`src/rtl/mdio_pkg.sv`:
```
package mdio_pkg;
  localparam int FRAME_W  = 32;
  localparam int PRE_BITS = 32;
  localparam int DATA_W   = 16;
  localparam int DIV_W    = 6;
  localparam int HOLD_W   = 3;

  // opcode field position inside the frame word
  localparam int OP_LSB = 28;

  typedef enum logic [1:0] {
    OP_WRITE = 2'b01,
    OP_READ  = 2'b10
  } mdio_op_e;

  typedef enum logic {
    SEL_FRAME = 1'b0,
    SEL_TIMING = 1'b1
  } mdio_sel_e;
endpackage

```
`src/rtl/mdio_clkgen.sv`:
```
module mdio_clkgen #(
  parameter int DIV_W = 6
) (
  input  logic             clk,
  input  logic             rst_n,
  input  logic             en,
  input  logic [DIV_W-1:0] half,
  output logic             mdc,
  output logic             rise_p,
  output logic             fall_p
);
  logic [DIV_W-1:0] cnt_q, cnt_d;
  logic             mdc_q, mdc_d;
  logic             tick;

  assign tick = en && (cnt_q == half);

  always_comb begin
    cnt_d = cnt_q;
    mdc_d = mdc_q;
    if (!en) begin
      cnt_d = '0;
      mdc_d = 1'b0;
    end else if (tick) begin
      cnt_d = '0;
      mdc_d = ~mdc_q;
    end else begin
      cnt_d = cnt_q + 1'b1;
    end
  end

  always_ff @(posedge clk or negedge rst_n) begin
    if (!rst_n) begin
      cnt_q <= '0;
      mdc_q <= 1'b0;
    end else begin
      cnt_q <= cnt_d;
      mdc_q <= mdc_d;
    end
  end

  assign mdc    = mdc_q;
  assign rise_p = tick & ~mdc_q;
  assign fall_p = tick & mdc_q;
endmodule

```
`src/rtl/mdio_hold.sv`:
```
module mdio_hold #(
  parameter int HOLD_W = 3
) (
  input  logic              clk,
  input  logic              rst_n,
  input  logic              load,
  input  logic              ld_val,
  input  logic              ld_oe,
  input  logic [HOLD_W-1:0] hold,
  output logic              mdio_o,
  output logic              mdio_oe
);
  logic              pend_q, pend_d;
  logic              val_q, val_d;
  logic              oe_q, oe_d;
  logic [HOLD_W-1:0] cnt_q, cnt_d;
  logic              out_q, out_d;
  logic              oeo_q, oeo_d;

  always_comb begin
    pend_d = pend_q;
    val_d  = val_q;
    oe_d   = oe_q;
    cnt_d  = cnt_q;
    out_d  = out_q;
    oeo_d  = oeo_q;
    if (load) begin
      pend_d = 1'b1;
      val_d  = ld_val;
      oe_d   = ld_oe;
      cnt_d  = hold;
    end else if (pend_q) begin
      if (cnt_q == '0) begin
        pend_d = 1'b0;
        out_d  = val_q;
        oeo_d  = oe_q;
      end else begin
        cnt_d = cnt_q - 1'b1;
      end
    end
  end

  always_ff @(posedge clk or negedge rst_n) begin
    if (!rst_n) begin
      pend_q <= 1'b0;
      val_q  <= 1'b1;
      oe_q   <= 1'b0;
      cnt_q  <= '0;
      out_q  <= 1'b1;
      oeo_q  <= 1'b0;
    end else begin
      pend_q <= pend_d;
      val_q  <= val_d;
      oe_q   <= oe_d;
      cnt_q  <= cnt_d;
      out_q  <= out_d;
      oeo_q  <= oeo_d;
    end
  end

  assign mdio_o  = out_q;
  assign mdio_oe = oeo_q;
endmodule

```
`src/rtl/mdio_master.sv`:
```
module mdio_master
  import mdio_pkg::*;
#(
  parameter int DIV_W  = mdio_pkg::DIV_W,
  parameter int HOLD_W = mdio_pkg::HOLD_W
) (
  input  logic        clk,
  input  logic        rst_n,
  input  logic        wr_en,
  input  logic        wr_addr,
  input  logic [31:0] wr_data,
  input  logic        rd_addr,
  output logic [31:0] rd_data,
  output logic        mdc,
  output logic        mdio_o,
  output logic        mdio_oe,
  input  logic        mdio_i,
  output logic        busy,
  output logic        done
);
  localparam int NOPRE_BIT = DIV_W + 1;
  localparam int HOLD_LSB  = DIV_W + 2;
  localparam int CFG_W     = HOLD_LSB + HOLD_W;
  localparam int IDX_W     = $clog2(PRE_BITS + FRAME_W);
  localparam logic [IDX_W-1:0] LAST_IDX  = IDX_W'(PRE_BITS + FRAME_W - 1);
  localparam logic [IDX_W-1:0] FIRST_FRM = IDX_W'(PRE_BITS);
  localparam logic [IDX_W-1:0] REL_IDX   = IDX_W'(PRE_BITS + FRAME_W - DATA_W - 1);
  localparam logic [IDX_W-1:0] DATA_IDX  = IDX_W'(PRE_BITS + FRAME_W - DATA_W);

  logic [FRAME_W-1:0] frame_q, frame_d;
  logic [CFG_W-1:0]   spd_q, spd_d;
  logic               busy_q, busy_d;
  logic [IDX_W-1:0]   bit_q, bit_d;
  logic [DATA_W-1:0]  rsh_q, rsh_d;
  logic               done_q, done_d;

  logic [DIV_W-1:0]  spd_div;
  logic              nopre;
  logic [HOLD_W-1:0] hold_cyc;
  logic              is_rd, wr_frame, start, last;
  logic              rise_p, fall_p;
  logic              ld, ld_val, ld_oe;
  logic [IDX_W-1:0]  nxt;

  assign spd_div  = spd_q[DIV_W:1];
  assign nopre    = spd_q[NOPRE_BIT];
  assign hold_cyc = spd_q[HOLD_LSB +: HOLD_W];
  assign is_rd    = (frame_q[OP_LSB +: 2] == OP_READ);
  assign wr_frame = wr_en && (wr_addr == SEL_FRAME);
  assign start    = wr_frame && !busy_q && (spd_div != '0);
  assign last     = (bit_q == LAST_IDX);
  assign nxt      = bit_q + 1'b1;

  // wire value for a position in the preamble+frame sequence
  function automatic logic seq_bit(input logic [FRAME_W-1:0] f,
                                   input logic [IDX_W-1:0] idx);
    if (idx >= FIRST_FRM) return f[LAST_IDX - idx];
    return 1'b1;
  endfunction

  always_comb begin
    frame_d = frame_q;
    spd_d   = spd_q;
    busy_d  = busy_q;
    bit_d   = bit_q;
    rsh_d   = rsh_q;
    done_d  = 1'b0;
    ld      = 1'b0;
    ld_val  = 1'b1;
    ld_oe   = 1'b0;
    if (wr_en && (wr_addr == SEL_TIMING)) spd_d = wr_data[CFG_W-1:0];
    if (wr_frame && !busy_q) frame_d = wr_data;
    if (start) begin
      busy_d = 1'b1;
      bit_d  = nopre ? FIRST_FRM : '0;
      ld     = 1'b1;
      ld_val = nopre ? wr_data[FRAME_W-1] : 1'b1;
      ld_oe  = 1'b1;
    end
    if (busy_q && rise_p && is_rd && (bit_q >= DATA_IDX))
      rsh_d = {rsh_q[DATA_W-2:0], mdio_i};
    if (busy_q && fall_p) begin
      ld = 1'b1;
      if (last) begin
        busy_d = 1'b0;
        done_d = 1'b1;
        ld_val = 1'b1;
        ld_oe  = 1'b0;
        if (is_rd) frame_d = {frame_q[FRAME_W-1:DATA_W], rsh_q};
      end else begin
        bit_d  = nxt;
        ld_val = seq_bit(frame_q, nxt);
        ld_oe  = !(is_rd && (nxt >= REL_IDX));
      end
    end
  end

  always_ff @(posedge clk or negedge rst_n) begin
    if (!rst_n) begin
      frame_q <= '0;
      spd_q   <= '0;
      busy_q  <= 1'b0;
      bit_q   <= '0;
      rsh_q   <= '0;
      done_q  <= 1'b0;
    end else begin
      frame_q <= frame_d;
      spd_q   <= spd_d;
      busy_q  <= busy_d;
      bit_q   <= bit_d;
      rsh_q   <= rsh_d;
      done_q  <= done_d;
    end
  end

  mdio_clkgen #(.DIV_W(DIV_W)) u_clkgen (
    .clk    (clk),
    .rst_n  (rst_n),
    .en     (busy_q),
    .half   (spd_div),
    .mdc    (mdc),
    .rise_p (rise_p),
    .fall_p (fall_p)
  );

  mdio_hold #(.HOLD_W(HOLD_W)) u_hold (
    .clk     (clk),
    .rst_n   (rst_n),
    .load    (ld),
    .ld_val  (ld_val),
    .ld_oe   (ld_oe),
    .hold    (hold_cyc),
    .mdio_o  (mdio_o),
    .mdio_oe (mdio_oe)
  );

  assign rd_data = (rd_addr == SEL_TIMING) ? {{(32-CFG_W){1'b0}}, spd_q} : frame_q;
  assign busy    = busy_q;
  assign done    = done_q;
endmodule

```
`config.mk`:
```
export PLATFORM = sky130hd
export DESIGN_NAME = mdio_master
export DESIGN_NICKNAME = d
export VERILOG_FILES = /design/src/rtl/mdio_pkg.sv /design/src/rtl/mdio_clkgen.sv /design/src/rtl/mdio_hold.sv /design/src/rtl/mdio_master.sv
export SDC_FILE = /design/constraint.sdc
export NUM_CORES = 1
export LEC_CHECK = 0
export ABC_AREA = 1
export CELL_PAD_IN_SITES_DETAIL_PLACEMENT = 1
export CELL_PAD_IN_SITES_GLOBAL_PLACEMENT = 1
export CORE_MARGIN = 2
export CORE_UTILIZATION = 39
export CTS_BUF_LIST = sky130_fd_sc_hd__clkbuf_8 sky130_fd_sc_hd__clkbuf_16
export DETAILED_ROUTE_END_ITERATION = 8
export HOLD_SLACK_MARGIN = 0.02
export PLACE_DENSITY_LB_ADDON = 0.15
export SLEW_MARGIN = 20
export SYNTH_ARGS = -nofsm -noshare
export SYNTH_HDL_FRONTEND = slang
export SYNTH_HIERARCHICAL = 1
export SYNTH_SLANG_ARGS = --single-unit
```
`constraint.sdc`:
```
create_clock -name clk -period 2.46 [get_ports clk]
set_input_delay 0.369 -clock clk [delete_from_list [all_inputs] [get_ports clk]]
set_output_delay 0.369 -clock clk [all_outputs]
set_load 0.05 [all_outputs]
```
==> impl_metrics.ini, run 1 <==
[die]
fp-row-count = 38
die_w_um = 110
fp.coreArea_sq_mm = 0.0109
pin_count = 75
start_util_pct = 40.3
fp.dieH_um = 110
dieArea_sq_mm = 0.0121

[detailed_routing]
drc = 0
vias_per_cell = 4.91
drt-total-wl_mm = 12.1
drtPass1Iterations = 4
drt_iter0_drc = 129
drtAntennaViolNets = 0
wl_per_cell_um = 15.7
vias = 3798

[clock_tree]
clk_pin_slew_ns = 0.09
htreeDepth = 3
clock-sinks = 82
cts_buffers = 9
cts_max_path_buffers = 2
post-cts-setup-buffer-count = 0
cts_tree = built
clock_tree.root_cell = clkbuf_8
clk_latency_ns = 0.35

[critical_path]
crit_start = busy$_DFF_PN0_
path_class = reg2out
ff2ff_path_depth = 12
path_max_fanout = 6
cp-end-kind = output pin
r2r_setup_slack_ns = 0.28
required_ns = 2.09
start_kind = register
slowest_stage = clkdlybuf4s50_1
cp_cell_sequence = buf_4 > clkdlybuf4s50_1
r2r-start = spd_q[4]$_DFFE_PN0P_
max_stage_delay_ns = 0.82
cp.arrival_ns = 1.85

[yosys]
async_flop_share_pct = 100
synthCells = 557
yosysTopAreaCell = dfrtp_1
synth_seq_cells = 82
synth_area_leaders = dfrtp_1 (46%), nand2_1 (13%), o21ai_0 (6.8%), inv_1 (6.4%), nand3_1 (4.1%)
ys.flop_type = dfrtp_1
synth_edf_count = 0
syn_avg_cell_area_sq_um = 7.88
synth_fp_nets = 600
synth_area_sq_mm = 0.00439
ys_warn_count = 6
ys_seq_area_share_pct = 46.8
yosysUniqueCellTypes = 38
synth_top_area_share_pct = 45.6

[timing]
setup_tns_ns = 0
fin_crit_sh_pct = 90.0
maxSlewHeadroom_pct = 59.9
setup_viol = 0
fin_skew_ns = 0.00890
worst_slew_pin_slew_ns = 0.601
rsz0062_at_grt = no
report.final.slew_viol_count = 0
hold_viol_final = 0
fmax_ghz = 0.452
period_minus_slack_ns = 2.21

[final_layout]
area_growth_pct = 33.0
multiInputGateArea_sq_mm = 0.00189
drive_gt1_share_pct = 18.0
seq_area_sq_mm = 0.00205
diodes = 0
fillCellCount = 1299
stdcell_count = 773
finalInstanceArea_sq_mm = 0.00584
fin_nets = 671
final_util_pct = 53.6

[place]
portBuffers = 74
dpl-instance-area_sq_mm = 0.00559
routabilityCongestion = 0.815
hpwl_mm = 8.94
placed_cells = 756

[power]
peakVddDrop_mv = 0.535
power.leakage_uw = 0.00273
p_per_area_mw_per_mm2 = 1110

[worst_hold_path]
hold_class = reg2reg
hold_depth = 2
worstHoldStart = u_hold/mdio_o$_DFFE_PN1P_

[global_route]
grt_use_total_pct = 21.2
antenna_found_initial = 0
grt_max_degree = 65
grt_pass1_vias = 4088
grt_overflow = 0
grt_pass1_wl_mm = 19.9

[job]
cap_violations = 0

[outcome]
outcome = finished clean
==> worst max-delay path, delay by kind of cell (launching register included) <==
family	cells	cell delay [ns]
buf+inv	2	1.03
flops	1	0.46
==> sequential cells by signal, indices dropped and copies added (netlist names), 3 cells and up <==
signal and cells:
frame_q 32, u_clkgen/cnt_q 6, spd_q 11, bit_q 6
u_hold/cnt_q 3, rsh_q 16
==> Yosys cell counts (2+ instances only) <==
master and n:
buf_2 8, nand3_2 3, mux2_2 11, a21oi_1 2, o21ai_2 15, nor2_2 4
nand3_1 36, clkbuf_1 10, nand2_2 6, xnor2_1 2, inv_2 5, buf_6 5
dfrtp_1 80, nand4_1 2, inv_1 75, o21ai_0 60, nand2_1 156, ha_1 5
buf_4 2, o21ai_1 9, o22ai_1 2, nor2_1 38, xor2_1 4, dfstp_2 2
nand2_4 2
==> where the power goes <==
part	switching (uW)	internal (uW)	total [uW]
combinational	1970	1300	3270
sequential	280	1780	2070
clock	508	625	1130
==> per-layer routing <==
layer | GRT usage, % | share of wire, % | vias up
li1 | - | - | 1877
met1 | 28.5 | 46 | 1872
met2 | 35.8 | 51 | 37
met3 | 2.70 | 2.0 | 12
met4 | 6.60 | 1.2 | 0
met5 | 0 | 0 | -
==> worst paths after layout <==
kind	to
min in group asynchronous	u_clkgen/cnt_q[0]$_DFF_PN0_
worst min register to register	u_hold/mdio_o$_DFFE_PN1P_
worst max-delay path	busy
worst min-delay path	u_hold/mdio_o$_DFFE_PN1P_
max in group asynchronous	rsh_q[12]$_DFFE_PN0P_
worst max register to register	frame_q[15]$_DFF_PN0_
==> metrics by stage <==
stage | worst slack, ns | total power [uW] | hold WS [ns]
global route | 0.103 | 6920 | 0.507
finish | 0.245 | 6460 | 0.488
floorplan | 0.297 | 4050 | 0.0734
global placement | 0.368 | 5250 | 0.404
CTS | 0.188 | 6530 | 0.494
detailed placement | 0.198 | 5370 | 0.409
==> placed cells by master (no fill, tap or decap), drive strengths merged <==
cell type / netlist / layout
nand2: 164 / 164
o21ai: 84 / 84
inv: 80 / 81
dfrtp: 80 / 80
nor2: 43 / 43
buf: 15 / 43
clkdlybuf4s50: 0 / 41
nand3: 39 / 39
mux2: 11 / 11
clkbuf: 10 / 11
ha: 5 / 5
xor2: 5 / 5
clkinv: 2 / 4
nand4: 3 / 3
o22ai: 2 / 2
xnor2: 2 / 2
a21oi: 2 / 2
bufinv: 0 / 2
dfstp: 2 / 2
nor3: 2 / 2
or2: 1 / 1
a31oi: 1 / 1
a41oi: 1 / 1
o211ai: 1 / 1
and2b: 1 / 1
nand3b: 1 / 1
dlygate4sd3: 0 / 1
==> layout make-up <==
class | instances | area share (%)
repair buffers | 85 | 20.2
well taps | 140 | 3.00
inverters | 82 | 5.36
flip-flops and latches | 82 | 35.2
multi-input cells | 368 | 32.3
clock buffers | 11 | 2.59
clock inverters | 5 | 1.33
==> cells by family after synthesis <==
family | count (synthesis) | share of synthesized area [%]
fa+ha+maj | 5 | 1.43
buf+inv | 107 | 10.5
mux | 11 | 2.82
xor+xnor | 7 | 1.57
simple gates | 254 | 25.0
flops | 82 | 46.8
compound gates | 91 | 11.9
==> timing repair <==
action,4_1_cts,5_1_grt
endpoints found under the setup margin,0,1
hold buffers,1,0
endpoints found under the hold margin,6,0
resized for setup,0,2
No activity file was read; power rests on OpenSTA's default activity.
==> run 2: changes to the inputs <==
Settings changed: CTS_CLUSTER_DIAMETER from default to 50.
==> results of run 2 <==
The final DEF is identical to that of run 1; final timing and power are the same.
